<file path="config.mk">
export PLATFORM = sky130hd
export DESIGN_NAME = ivl_timer
export DESIGN_NICKNAME = d
export VERILOG_FILES = /design/src/rtl/ivl_pkg.sv /design/src/rtl/ivl_prescaler.sv /design/src/rtl/ivl_clksel.sv /design/src/rtl/ivl_counter.sv /design/src/rtl/ivl_timer.sv
export SDC_FILE = /design/constraint.sdc
export NUM_CORES = 1
export LEC_CHECK = 0
export ABC_AREA = 1
export BUFFER_PORTS_ARGS = -buffer_cell sky130_fd_sc_hd__buf_2
export CELL_PAD_IN_SITES_DETAIL_PLACEMENT = 0
export CELL_PAD_IN_SITES_GLOBAL_PLACEMENT = 1
export CORE_MARGIN = 2
export CORE_UTILIZATION = 44
export CTS_BUF_LIST = sky130_fd_sc_hd__clkbuf_8
export DETAILED_ROUTE_END_ITERATION = 16
export PLACE_DENSITY = 0.95
export SLEW_MARGIN = 20
export SYNTH_ARGS = -nofsm -noshare
export SYNTH_HDL_FRONTEND = slang
export SYNTH_SLANG_ARGS = --single-unit
</file>
<file path="constraint.sdc">
create_clock -name clk -period 3.11 [get_ports clk]
set_clock_uncertainty 0.1 [all_clocks]
set_input_delay 0.622 -clock clk [delete_from_list [all_inputs] [get_ports clk]]
set_output_delay 0.622 -clock clk [all_outputs]
set_load 0.02 [all_outputs]
</file>
<file path="src/rtl/ivl_pkg.sv">
package ivl_pkg;
  localparam int NUM_SRC = 8;
  localparam int SEL_W   = $clog2(NUM_SRC);
  localparam int DIV_W   = 10;

  // log2 of the division ratio for each select code
  function automatic int div_exp(input int idx);
    case (idx)
      0: div_exp = 0;
      1: div_exp = 1;
      2: div_exp = 2;
      3: div_exp = 3;
      4: div_exp = 4;
      5: div_exp = 6;
      6: div_exp = 8;
      default: div_exp = 10;
    endcase
  endfunction
endpackage

</file>
<file path="src/rtl/ivl_prescaler.sv">
module ivl_prescaler #(
  parameter int NSRC = ivl_pkg::NUM_SRC,
  parameter int DW   = ivl_pkg::DIV_W
) (
  input  logic            clk,
  input  logic            rst,
  output logic [NSRC-1:0] ticks
);
  logic [DW-1:0] div_q;

  always_ff @(posedge clk) begin
    if (rst) div_q <= '0;
    else     div_q <= div_q + 1'b1;
  end

  for (genvar i = 0; i < NSRC; i++) begin : g_tap
    localparam int E = ivl_pkg::div_exp(i);
    if (E == 0) begin : g_full
      assign ticks[i] = 1'b1;
    end else begin : g_div
      assign ticks[i] = &div_q[E-1:0];
    end
  end

  // the fastest source is active on every cycle
  always_ff @(posedge clk) begin
    if (!rst) assert_fast_tap_R9: assert (ticks[0]);
  end
endmodule

</file>
<file path="src/rtl/ivl_clksel.sv">
module ivl_clksel #(
  parameter int NSRC = ivl_pkg::NUM_SRC,
  localparam int SW  = $clog2(NSRC)
) (
  input  logic [NSRC-1:0] ticks,
  input  logic [SW-1:0]   sel,
  output logic            tick
);
  always_comb tick = ticks[sel];
endmodule

</file>
<file path="src/rtl/ivl_counter.sv">
module ivl_counter #(
  parameter int CW = 8,
  parameter logic [CW-1:0] CMP_RST = '1
) (
  input  logic          clk,
  input  logic          rst,
  input  logic          run,
  input  logic          tick,
  input  logic          cmp_wr,
  input  logic [CW-1:0] cmp_wdata,
  output logic [CW-1:0] cnt_q,
  output logic          irq_q,
  output logic          err_q
);
  logic [CW-1:0] cmp_q;
  logic          hit;

  always_comb hit = (cnt_q == cmp_q);

  always_ff @(posedge clk) begin
    if (rst) begin
      cnt_q <= '0;
      irq_q <= 1'b0;
    end else begin
      irq_q <= 1'b0;
      if (!run) begin
        cnt_q <= '0;
      end else if (tick) begin
        if (hit) begin
          cnt_q <= '0;
          irq_q <= 1'b1;
        end else begin
          cnt_q <= CW'(cnt_q + 1'b1);
        end
      end
    end
  end

  always_ff @(posedge clk) begin
    if (rst) begin
      cmp_q <= CMP_RST;
      err_q <= 1'b0;
    end else if (cmp_wr) begin
      if (run) err_q <= 1'b1;
      else     cmp_q <= cmp_wdata;
    end
  end

  assert_wrap_zero_R4: assert property (@(posedge clk) disable iff (rst)
    irq_q |-> (cnt_q == '0));
  assert_single_pulse_R3: assert property (@(posedge clk) disable iff (rst)
    (irq_q && cmp_q != '0) |=> !irq_q);
  assert_idle_hold_R5: assert property (@(posedge clk) disable iff (rst)
    !run |=> (cnt_q == '0 && !irq_q));
  assert_no_tick_stable_R2: assert property (@(posedge clk) disable iff (rst)
    (run && !tick) |=> $stable(cnt_q));
  assert_cmp_locked_R7: assert property (@(posedge clk) disable iff (rst)
    run |=> $stable(cmp_q));
  assert_err_sticky_R7: assert property (@(posedge clk) disable iff (rst)
    err_q |=> err_q);
endmodule

</file>
<file path="src/rtl/ivl_timer.sv">
module ivl_timer #(
  parameter int CNT_W = 8,
  parameter int NSRC  = ivl_pkg::NUM_SRC,
  localparam int SW   = $clog2(NSRC)
) (
  input  logic             clk,
  input  logic             rst,
  input  logic [SW-1:0]    clk_sel,
  input  logic             run,
  input  logic             cmp_wr,
  input  logic [CNT_W-1:0] cmp_wdata,
  output logic [CNT_W-1:0] count,
  output logic             irq,
  output logic             cmp_err
);
  logic [NSRC-1:0] ticks;
  logic            tick;

  ivl_prescaler #(.NSRC(NSRC), .DW(ivl_pkg::DIV_W)) u_pre (
    .clk(clk), .rst(rst), .ticks(ticks));

  ivl_clksel #(.NSRC(NSRC)) u_sel (
    .ticks(ticks), .sel(clk_sel), .tick(tick));

  ivl_counter #(.CW(CNT_W), .CMP_RST({CNT_W{1'b1}})) u_cnt (
    .clk(clk), .rst(rst), .run(run), .tick(tick),
    .cmp_wr(cmp_wr), .cmp_wdata(cmp_wdata),
    .cnt_q(count), .irq_q(irq), .err_q(cmp_err));
endmodule

</file>
==> metrics, run 1 <==
run status finished clean; WP data required roughly 2.4 ns; clock root buffer master clkbuf_8; Setup Fix Bufs, Post-CTS 0; Worst-Skew Late Latency 0.27 ns; via count 1328; DR iter-0 viols between 50 and 60; Crit Path Max Fanout 9; syn_nets 231; fin. max-slew vios 0; family with the most delay on the worst path flip-flops; Sink Count 28; Setup violations, final 0; critical path type reg2out; CP Capture Point count[4]; Final HPWL DP around 2100 µm; Clock Path Buffers 2; pre-CTS setup slack between 1 and 1.5 ns; Die Width between 60 and 70 µm; r2r worst-path depth 9; Peak VDD IR between 100 and 150 µV; pwr dens 372.3 nW/µm²; Worst-Margin Slew 0.9641 ns; sequential share of the synthesized area 0.3736; CP Data Arrival Time 1.06 ns; worst setup slack after layout between 1 and 1.5 ns; Static Leakage 0.7771 nW; Final ANT Viol Nets 0; fin crit share 0.5743; CP Buf/Inv Count 1; core region area ~3300 µm²; total wire length approximately 2900 µm; H-tree Lvls 1; CTS Buf Count 3; layout cell share with drive strength beyond 1 0.2236; leading cell type in the layout, fill and taps excluded nand2_1; commonest non-fill, non-tap cells in the layout nand2_1, dfxtp_1, inv_1; grt total ovfl 0; cell row count 21; vias in the first global route between 1000 and 1500; fmax 559.9 MHz; Hold Path Class reg2reg; largest net degree at the start of global routing 17; Final Hold Vio Count 0; Cell variety after synth 29; Tot GR Track Use 0.1648; Rel. slew slack 0.3549; CP max stage cell dfxtp_1; stages on the worst setup path 1; FF+latch count, synth 28; unrepaired setup endpoints after global routing no; die footprint 3893 µm²; Worst-path clk slew 0.09 ns; Warnings, synthesis 0; IO buf count 24; reg2reg start u_pre.div_q[0]; Residual DRC 0; Placer Congestion roughly 0.73; CP peak stage delay approximately 0.55 ns; reg2reg end u_cnt.cnt_q[2]; antenna fix cells 0; Critical Path Source Type register; P&R area growth vs syn 13.68%; Critical path origin u_cnt.cnt_q[4]; I/O pins 25; CTS resizes 0; Post-Syn Area per Cell 7.043 µm²; Syn Std Cell Area 1500 µm²; die height 62.39 µm; Synth Instances 213; CP cell instances buf_2; Setup TNS Final 0 ns; first-pass GRT wire length a little over 5000 µm; TritonCTS clock tree yes; r2r setup slk about 1.5 ns; initial antenna violation count 0; Tmin final roughly 1.8 ns; max-cap viol count 0; DR pass1 iterations 4; Worst Setup End Kind output port; cts-stage hold buffer count 0; DR vias/cell 4.693; starting density of the core 0.4531; # nets final roughly 260; WL/cell about 10 µm; Hold Path Cell Cnt 1
[cell families after synthesis]
kind of cell	share of synthesized area
AOI/OAI and AO/OA	0.1251
adders and majority gates	0.02502
DFF	0.3736
buffers and inverters	0.09174
xor gates and xnor gates	0.02336
and+or+nand+nor	0.3611
[per-layer routing]
metal  vias up  part of all wire  track usage
met4         0            0.0080      0.08333
li1        727                 -            -
met3         2             0.031      0.02703
met2        21              0.44       0.2500
met5         -                 0            0
met1       578              0.52       0.2273
[area by class of cell]
class	count	area (µm²)
well taps	46	57.56
flip-flops and latches	28	560.5
clock buffers	3	41.29
multi-input cells	149	802.0
inverters	33	123.9
fillers	363	1605
repair buffers	24	120.1
[registers in the layout (all words and copies together), names as in the netlist]
signal       count
u_cnt.cmp_q      8
u_cnt.cnt_q      8
u_cnt.err_q      1
u_cnt.irq_q      1
u_pre.div_q     10
[where the power goes]
| part | leakage [nW] | switching, mW | internal (mW) | total (mW) |
|---|---|---|---|---|
| Combinational | 0.527 | 0.0380 | 0.0241 | 0.0621 |
| Clock | 0.0216 | 0.109 | 0.0870 | 0.196 |
| Sequential | 0.228 | 0.00736 | 0.370 | 0.377 |
[synth_stat cells (all sizes together)]
cell,n,area [µm²]
nand2,64,271.5
clkbuf,1,3.750
o211ai,8,60.06
xor2,3,26.28
nor3,1,10.01
ha,3,37.54
xnor2,1,8.760
nor3b,1,7.510
nand3,15,92.59
nor2,27,147.6
inv,33,123.9
buf,2,10.01
o21bai,1,7.510
o21ai,8,43.79
dfxtp,28,560.5
a31oi,1,6.260
a21oi,14,70.07
nand4,2,12.51
[metrics by stage]
stage / util / total power [mW] / instance area, µm² / hold slack, ns / cells
finish: 0.5151 / 0.6350 / 1705 / 0.3693 / 283
detailed placement: 0.5026 / 0.4481 / 1664 / 0.3566 / 280
global placement: 0.5026 / 0.4478 / 1664 / 0.3447 / 280
floorplan: - / 0.4269 / 1500 / 0.3300 / 213
CTS: 0.5151 / 0.6432 / 1705 / 0.3789 / 283
global route: 0.5151 / 0.6672 / 1705 / 0.4174 / 283
[worst reg2reg max path: stages (launching register included)]
cell	delay (ns)
dfxtp_1	0.38
ha_1	0.19
inv_1	0.08
nor2_4	0.14
nand2_2	0.09
o21ai_2	0.15
nand2_4	0.13
nand2_8	0.11
nand2_1	0.06
a21oi_1	0.11
[worst min-delay path by stage]
stage,end,start,slack [ns]
final,u_pre.div_q[0],u_pre.div_q[0],0.37
after global placement,u_pre.div_q[0],u_pre.div_q[0],0.34
after floorplan,u_pre.div_q[0],u_pre.div_q[0],0.33
after global routing,u_pre.div_q[0],u_pre.div_q[0],0.42
after detailed placement,u_pre.div_q[0],u_pre.div_q[0],0.36
after CTS,u_pre.div_q[0],u_pre.div_q[0],0.38
Note: power is estimated with default switching activity, not from simulation.
==> run 2, diff against run 1 <==
- CORE_UTILIZATION: 44 -> 41
- PLACE_DENSITY: 0.95 -> 0.93
- clock period: 3.11 -> 1.7 ns (I/O delays scaled with it)
==> run 2 against run 1 <==
Routed wire length grew 4.0%. First-iteration DRC count increased by 19%. Largest cell class unchanged. Critical path type is now reg2reg. Global-route usage is 0.43 points lower. Final area up 2.7%. Critical endpoint is now u_cnt.cnt_q[4]. Flip-flop and latch count unchanged. Sequential share of layout area decreased by 0.80 points. Clock-buffer cell count unchanged. Sequential power rose by 83%.
==> metrics, run 2 (synthesized netlist as in run 1, its figures left out) <==
unrepaired setup endpoints after global routing no; die height 64.49 µm (+3.4%); Multi-input gate area 802.0 µm² (unchanged); Die Width 64.49 µm (+3.4%); Tot GR Track Use 0.1605 (-0.004339); Critical Path Source Type register; die footprint 4159 µm² (+6.8%); grt total ovfl 0 (unchanged); placed inst area 1709 µm² (+2.7%); Worst-path clk slew 0.09 ns (about the same); Tmin final approximately 1.6 ns; Worst-Skew Late Latency 0.27 ns (about the same); I/O pins 25 (unchanged); reg2reg start u_pre.div_q[0]; Hold Crit Start cmp_wdata[3]; cell row count 21 (unchanged); P&R area growth vs syn 16.76%; Setup TNS Final 0 ns (unchanged); IO buf count 24 (unchanged); fin crit share 0.9182; starting density of the core 0.4392 (-0.01394); Static Leakage 0.8090 nW (+4.1%); Final HPWL DP 2334 µm (+12%); busiest grt layer met1; Residual DRC 0 (unchanged); r2r setup slk 0.14 ns (-1.37 ns); run status finished clean; hold slack 0.1767 ns (-0.1926 ns); Largest regs u_pre.div_q: 10 flops, u_cnt.cmp_q: 8 flops, u_cnt.cnt_q: 8 flops; pwr dens 666.4 nW/µm² (+79%); core region area 3416 µm² (+3.2%); max-cap viol count 0 (unchanged); Hold Path Class in2reg; routing usage on met1 0.2389 (+0.01165); cts-stage hold buffer count 0 (unchanged); first-pass GRT wire length 5264 µm (+3.1%); total wire length 2986 µm (+4.0%); DR pass1 iterations 4 (unchanged); number of flip-flops under the largest register name 10 (unchanged); Rel. slew slack 0.7861 (+0.4312); Final ANT Viol Nets 0 (unchanged); DR iter-0 viols 69 (+19%); DR vias/cell 4.619 (-1.6%); Worst-Margin Slew 0.3200 ns (-0.6441 ns); layout cell share with drive strength beyond 1 0.2469 (+0.02328); Final Hold Vio Count 0 (unchanged); Crit Path Max Fanout 9 (unchanged); largest net degree at the start of global routing 17 (unchanged); via count 1335 (+0.53%); CP peak stage delay 0.34 ns (-0.21 ns); antenna fix cells 0 (unchanged); initial antenna violation count 0 (unchanged); leading cell type in the layout, fill and taps excluded nand2_1; # nets final 263 (+2.3%); clock root buffer master clkbuf_8; Worst Setup End Kind register; Setup violations, final 0 (unchanged); WP data required 1.76 ns (-0.63 ns); Top reg by flops u_pre.div_q; Final Instance Area 1752 µm² (+2.7%); fillers 375 (+3.3%); CTS Buf Count 3 (unchanged); TritonCTS clock tree yes; Clock Path Buffers 2 (unchanged); WL/cell 10.33 µm (+1.8%); sequential cell area 561.8 µm² (+0.22%); GRT met2 Usage 0.2370 (-0.01302); CP Data Arrival Time 1.62 ns (+0.56 ns); met3 GRT Util 0.03125 (+0.004223); commonest non-fill, non-tap cells in the layout nand2_1, inv_1, dfxtp_1; fin. max-slew vios 0 (unchanged); vias in the first global route 1154 (+0.96%); Placer Congestion 0.7887 (+7.5%); critical path type reg2reg; CP max stage cell dfxtp_2; Peak VDD IR 407.6 µV (+200%); CP cell instances ha_1 -> ha_1 -> a21oi_1 -> o21ai_1 -> nand3_4 -> nand2_8 -> nand2_1 -> a21oi_1; Sink Count 28 (unchanged); fmax about 640 MHz; Critical path origin u_pre.div_q[0]; H-tree Lvls 1 (unchanged)
[run 2: path summary, 6_finish.rpt]
kind                                       end  cells past startpoint
worst max-delay path            u_cnt.cnt_q[4]                      8
worst min-delay path            u_cnt.cmp_q[3]                      3
worst max register to register  u_cnt.cnt_q[4]                      8
worst min register to register  u_pre.div_q[0]                      1
[run 2: stage by stage]
| stage | power [mW] | setup slack (ns) | util | std cells |
|---|---|---|---|---|
| after CTS | 1.186 | 0.1110 | 0.5125 | 289 |
| after global routing | 1.238 | 0.005942 | 0.5128 | 289 |
| final | 1.167 | 0.1391 | 0.5128 | 289 |
| after floorplan | 0.7809 | 0.1452 | - | 213 |
| after detailed placement | 0.8256 | 0.1341 | 0.5004 | 286 |
| after global placement | 0.8237 | 0.1748 | 0.5004 | 286 |
[run 2: final cells by class]
class	instances	share of cell area
clock buffers	3	0.02357
inverters	33	0.07071
multi-input cells	149	0.4579
flip-flops and latches	28	0.3207
well taps	46	0.03286
repair buffers	30	0.09429
[run 2: timing repair]
action                                  4_1_cts  5_1_grt
setup buffers                                 0        0
resized for setup                             0        1
endpoints found under the setup margin        0        5
[run 2: layer usage]
layer	share of wire	routed length (µm)
met1	0.54	1618
met2	0.40	1194
met3	0.048	142
met4	0.010	30
met5	0	0
[run 2: report_power, final]
part	leakage, nW	internal, mW	total (mW)	switching [mW]
combinational	0.559	0.0483	0.119	0.0710
sequential	0.228	0.677	0.690	0.0134
clock	0.0216	0.159	0.357	0.198
[run 2: worst max-delay path: cells and delay by family (launching register included)]
kind	cells	cell delay (ns)
and+or+nand+nor	3	0.33
adders and majority gates	2	0.39
AOI/OAI and AO/OA	3	0.30
DFF	1	0.34
==> run 3, diff against run 2 <==
--- a/config.mk
+++ b/config.mk
@@ -20 +20,2 @@
 export SYNTH_SLANG_ARGS = --single-unit
+export TNS_END_PERCENT = 5
==> constraint.sdc (replaced) <==
create_clock -name clk -period 1.5 [get_ports clk]
set_clock_uncertainty 0.1 [all_clocks]
set_input_delay 0.3 -clock clk [delete_from_list [all_inputs] [get_ports clk]]
set_output_delay 0.3 -clock clk [all_outputs]
set_load 0.05 [all_outputs]
==> run 3 against run 2 <==
Combinational power grew 35%. Largest cell class unchanged. Fmax grew 3.1%. Sequential share of layout area shrank 1.3 points. Via count grew 2.8%. Final area grew 7.1%. Global-route usage grew 2.1 points. Clock power grew 33%. Largest power group unchanged. Non-clock buffer count grew 2. The run now ends with negative setup slack left. Clock-buffer cell count grew 1. Critical path depth grew 1.
==> metrics, run 3 (synthesized netlist as in run 1, its figures left out) <==
WL/cell 11.43 µm (+11%); die height 64.49 µm (unchanged); starting density of the core 0.4392 (unchanged); Residual DRC 0 (unchanged); Worst Setup End Kind register; layout cell share with drive strength beyond 1 0.3333 (+0.08642); switching part of the total 0.2516 (+0.009460); total wire length 3372 µm (+13%); Die Width 64.49 µm (unchanged); Final HPWL DP 2311 µm (-1.0%); fmax 660.4 MHz (+3.1%); run status finished, violations left; initial antenna violation count 0 (unchanged); Hold Crit Start cmp_wdata[7]; cts-stage hold buffer count 0 (unchanged); die footprint 4159 µm² (unchanged); Internal Power 1.062 mW (+20%); cell mode on critical path nand2_2; CP peak stage delay 0.36 ns (+0.02 ns); fin crit share 1.010 (+0.09137); Hold Path Class in2reg; Rel. slew slack 0.7411 (-0.04506); largest net degree at the start of global routing 17 (unchanged); leading cell type in the layout, fill and taps excluded nand2_1; commonest non-fill, non-tap cells in the layout nand2_1, inv_1, buf_2; DR vias/cell 4.654 (+0.75%); unrepaired setup endpoints after global routing yes; worst setup slack after layout -0.01429 ns (-0.1534 ns); max-cap viol count 0 (unchanged); fin. max-slew vios 0 (unchanged); pwr dens 756.3 nW/µm² (+14%); Peak VDD IR 653.6 µV (+60%); core region area 3416 µm² (unchanged); Critical path origin u_pre.div_q[1]; clock share of power 0.335 (+0.029); Final Hold Vio Count 0 (unchanged); fillers 347 (-7.5%); post-route insts no fill 295 (+2.1%); critical path type reg2reg; CP cell instances ha_4 -> inv_4 -> nor2_4 -> nand2_2 -> o21ai_4 -> buf_4 -> nand2_2 -> nand3_1 -> a21oi_2; first-pass GRT wire length 5892 µm (+12%); Multi-input gate area 877.1 µm² (+9.4%); Cells after DPL 285 (-0.35%); CP max stage cell dfxtp_2; Worst-Margin Slew 0.3875 ns (+0.06742 ns); Final Total Pwr 1.419 mW (+22%); Largest regs u_pre.div_q: 10 flops, u_cnt.cmp_q: 8 flops, u_cnt.cnt_q: 8 flops; Placer Congestion 0.7649 (-3.0%); DR pass1 iterations 4 (unchanged); TritonCTS clock tree yes; CTS Buf Count 3 (unchanged); Crit Path Max Fanout 4 (-5); DR iter-0 viols 27 (-61%); via count 1373 (+2.8%); reg2reg start u_pre.div_q[1]; cell row count 21 (unchanged); number of flip-flops under the largest register name 10 (unchanged); Setup violations, final 7 (+7); Comb pwr share 0.114 (+0.012); clock root buffer master clkbuf_8; failing checks negative setup slack; I/O pins 25 (unchanged); CP Data Arrival Time 1.57 ns (-0.05 ns); Tmin final 1.514 ns (-0.04658 ns); Worst-path clk slew 0.10 ns (about the same); WP data required 1.56 ns (-0.20 ns); Tot GR Track Use 0.1812 (+0.02074); Top reg by flops u_pre.div_q; grt total ovfl 0 (unchanged); Final ANT Viol Nets 0 (unchanged); Sink Count 28 (unchanged); NetSw 0.3572 mW (+26%); Clock Path Buffers 2 (unchanged); IO buf count 24 (unchanged); sequential cell area 578.1 µm² (+2.9%); vias in the first global route 1281 (+11%); Static Leakage 0.8602 nW (+6.3%); antenna fix cells 0 (unchanged); Worst-Skew Late Latency 0.28 ns (about the same); H-tree Lvls 1 (unchanged); # nets final 268 (+1.9%); P&R area growth vs syn 25.10%; Flop pwr share 0.551 (-0.041); Critical Path Source Type register
run 3: cell count changes in the layout (fill, tap and decap cells not counted), moves of 2 or more:
cell / delta
dfxtp_4: +2
buf_4: +2
dfxtp_1: -9
a21oi_1: -4
nand2_2: +2
dfxtp_2: +7
a21oi_2: +4
run 3: routing by layer:
layer | up-vias | track usage | wire (µm) | share of wire
li1 | 748 | - | - | -
met1 | 601 | 0.2416 | 1698 | 0.50
met2 | 18 | 0.2930 | 1518 | 0.45
met3 | 6 | 0.04514 | 118 | 0.035
met4 | 0 | 0.04787 | 38 | 0.011
met5 | - | 0 | 0 | 0
run 3: critical path: cells and delay by family, from the launching register on:
family,cells,cell delay (ns)
AO/OA/AOI/OAI,2,0.23
flip-flops,1,0.36
adder cells (fa/ha/maj),1,0.15
buffers and inverters,2,0.19
AND/OR/NAND/NOR,4,0.36
run 3: worst paths after layout:
path                                        to  slack (ns)  cells after the start
worst max-delay path            u_cnt.cnt_q[3]       -0.01                      9
worst min register to register     u_cnt.err_q        0.38                      2
worst min-delay path            u_cnt.cmp_q[7]        0.13                      3
worst max register to register  u_cnt.cnt_q[3]       -0.01                      9
run 3: through the flow:
stage	instance area, µm²	hold WS, ns	worst slack [ns]	utilization	setup TNS, ns
floorplan	1513	0.2667	-0.05318	-	-0.05318
global placement	1714	0.3460	0.01420	0.5018	0
detailed placement	1714	0.3612	-0.02467	0.5018	-0.09531
CTS	1858	0.1287	0.000003886	0.5440	0
global route	1877	0.1360	-0.08538	0.5495	-0.7309
finish	1877	0.1288	-0.01429	0.5495	-0.04530
run 3: area by class of cell:
| cell class | instances | area share |
|---|---|---|
| multi-input combinational | 152 | 0.4673 |
| sequential | 28 | 0.3080 |
| timing repair buffer | 32 | 0.09733 |
| inverter | 33 | 0.06733 |
| tap | 46 | 0.03067 |
| clock buffer | 4 | 0.02933 |
run 3: power groups by stage:
stage	sequential, mW	combinational [mW]	clock, mW
5_1_grt	0.786	0.186	0.519
4_1_cts	0.783	0.158	0.488
6_report	0.783	0.161	0.476
3_3_place_gp	0.797	0.142	0
3_5_place_dp	0.796	0.145	0
2_1_floorplan	0.804	0.0855	0
run 3: repair_timing:
item,4_1_cts,5_1_grt
gates resized for setup,11,5
pin swaps,9,6
setup buffers,3,0
setup endpoints to repair,8,11
gates cloned,3,0
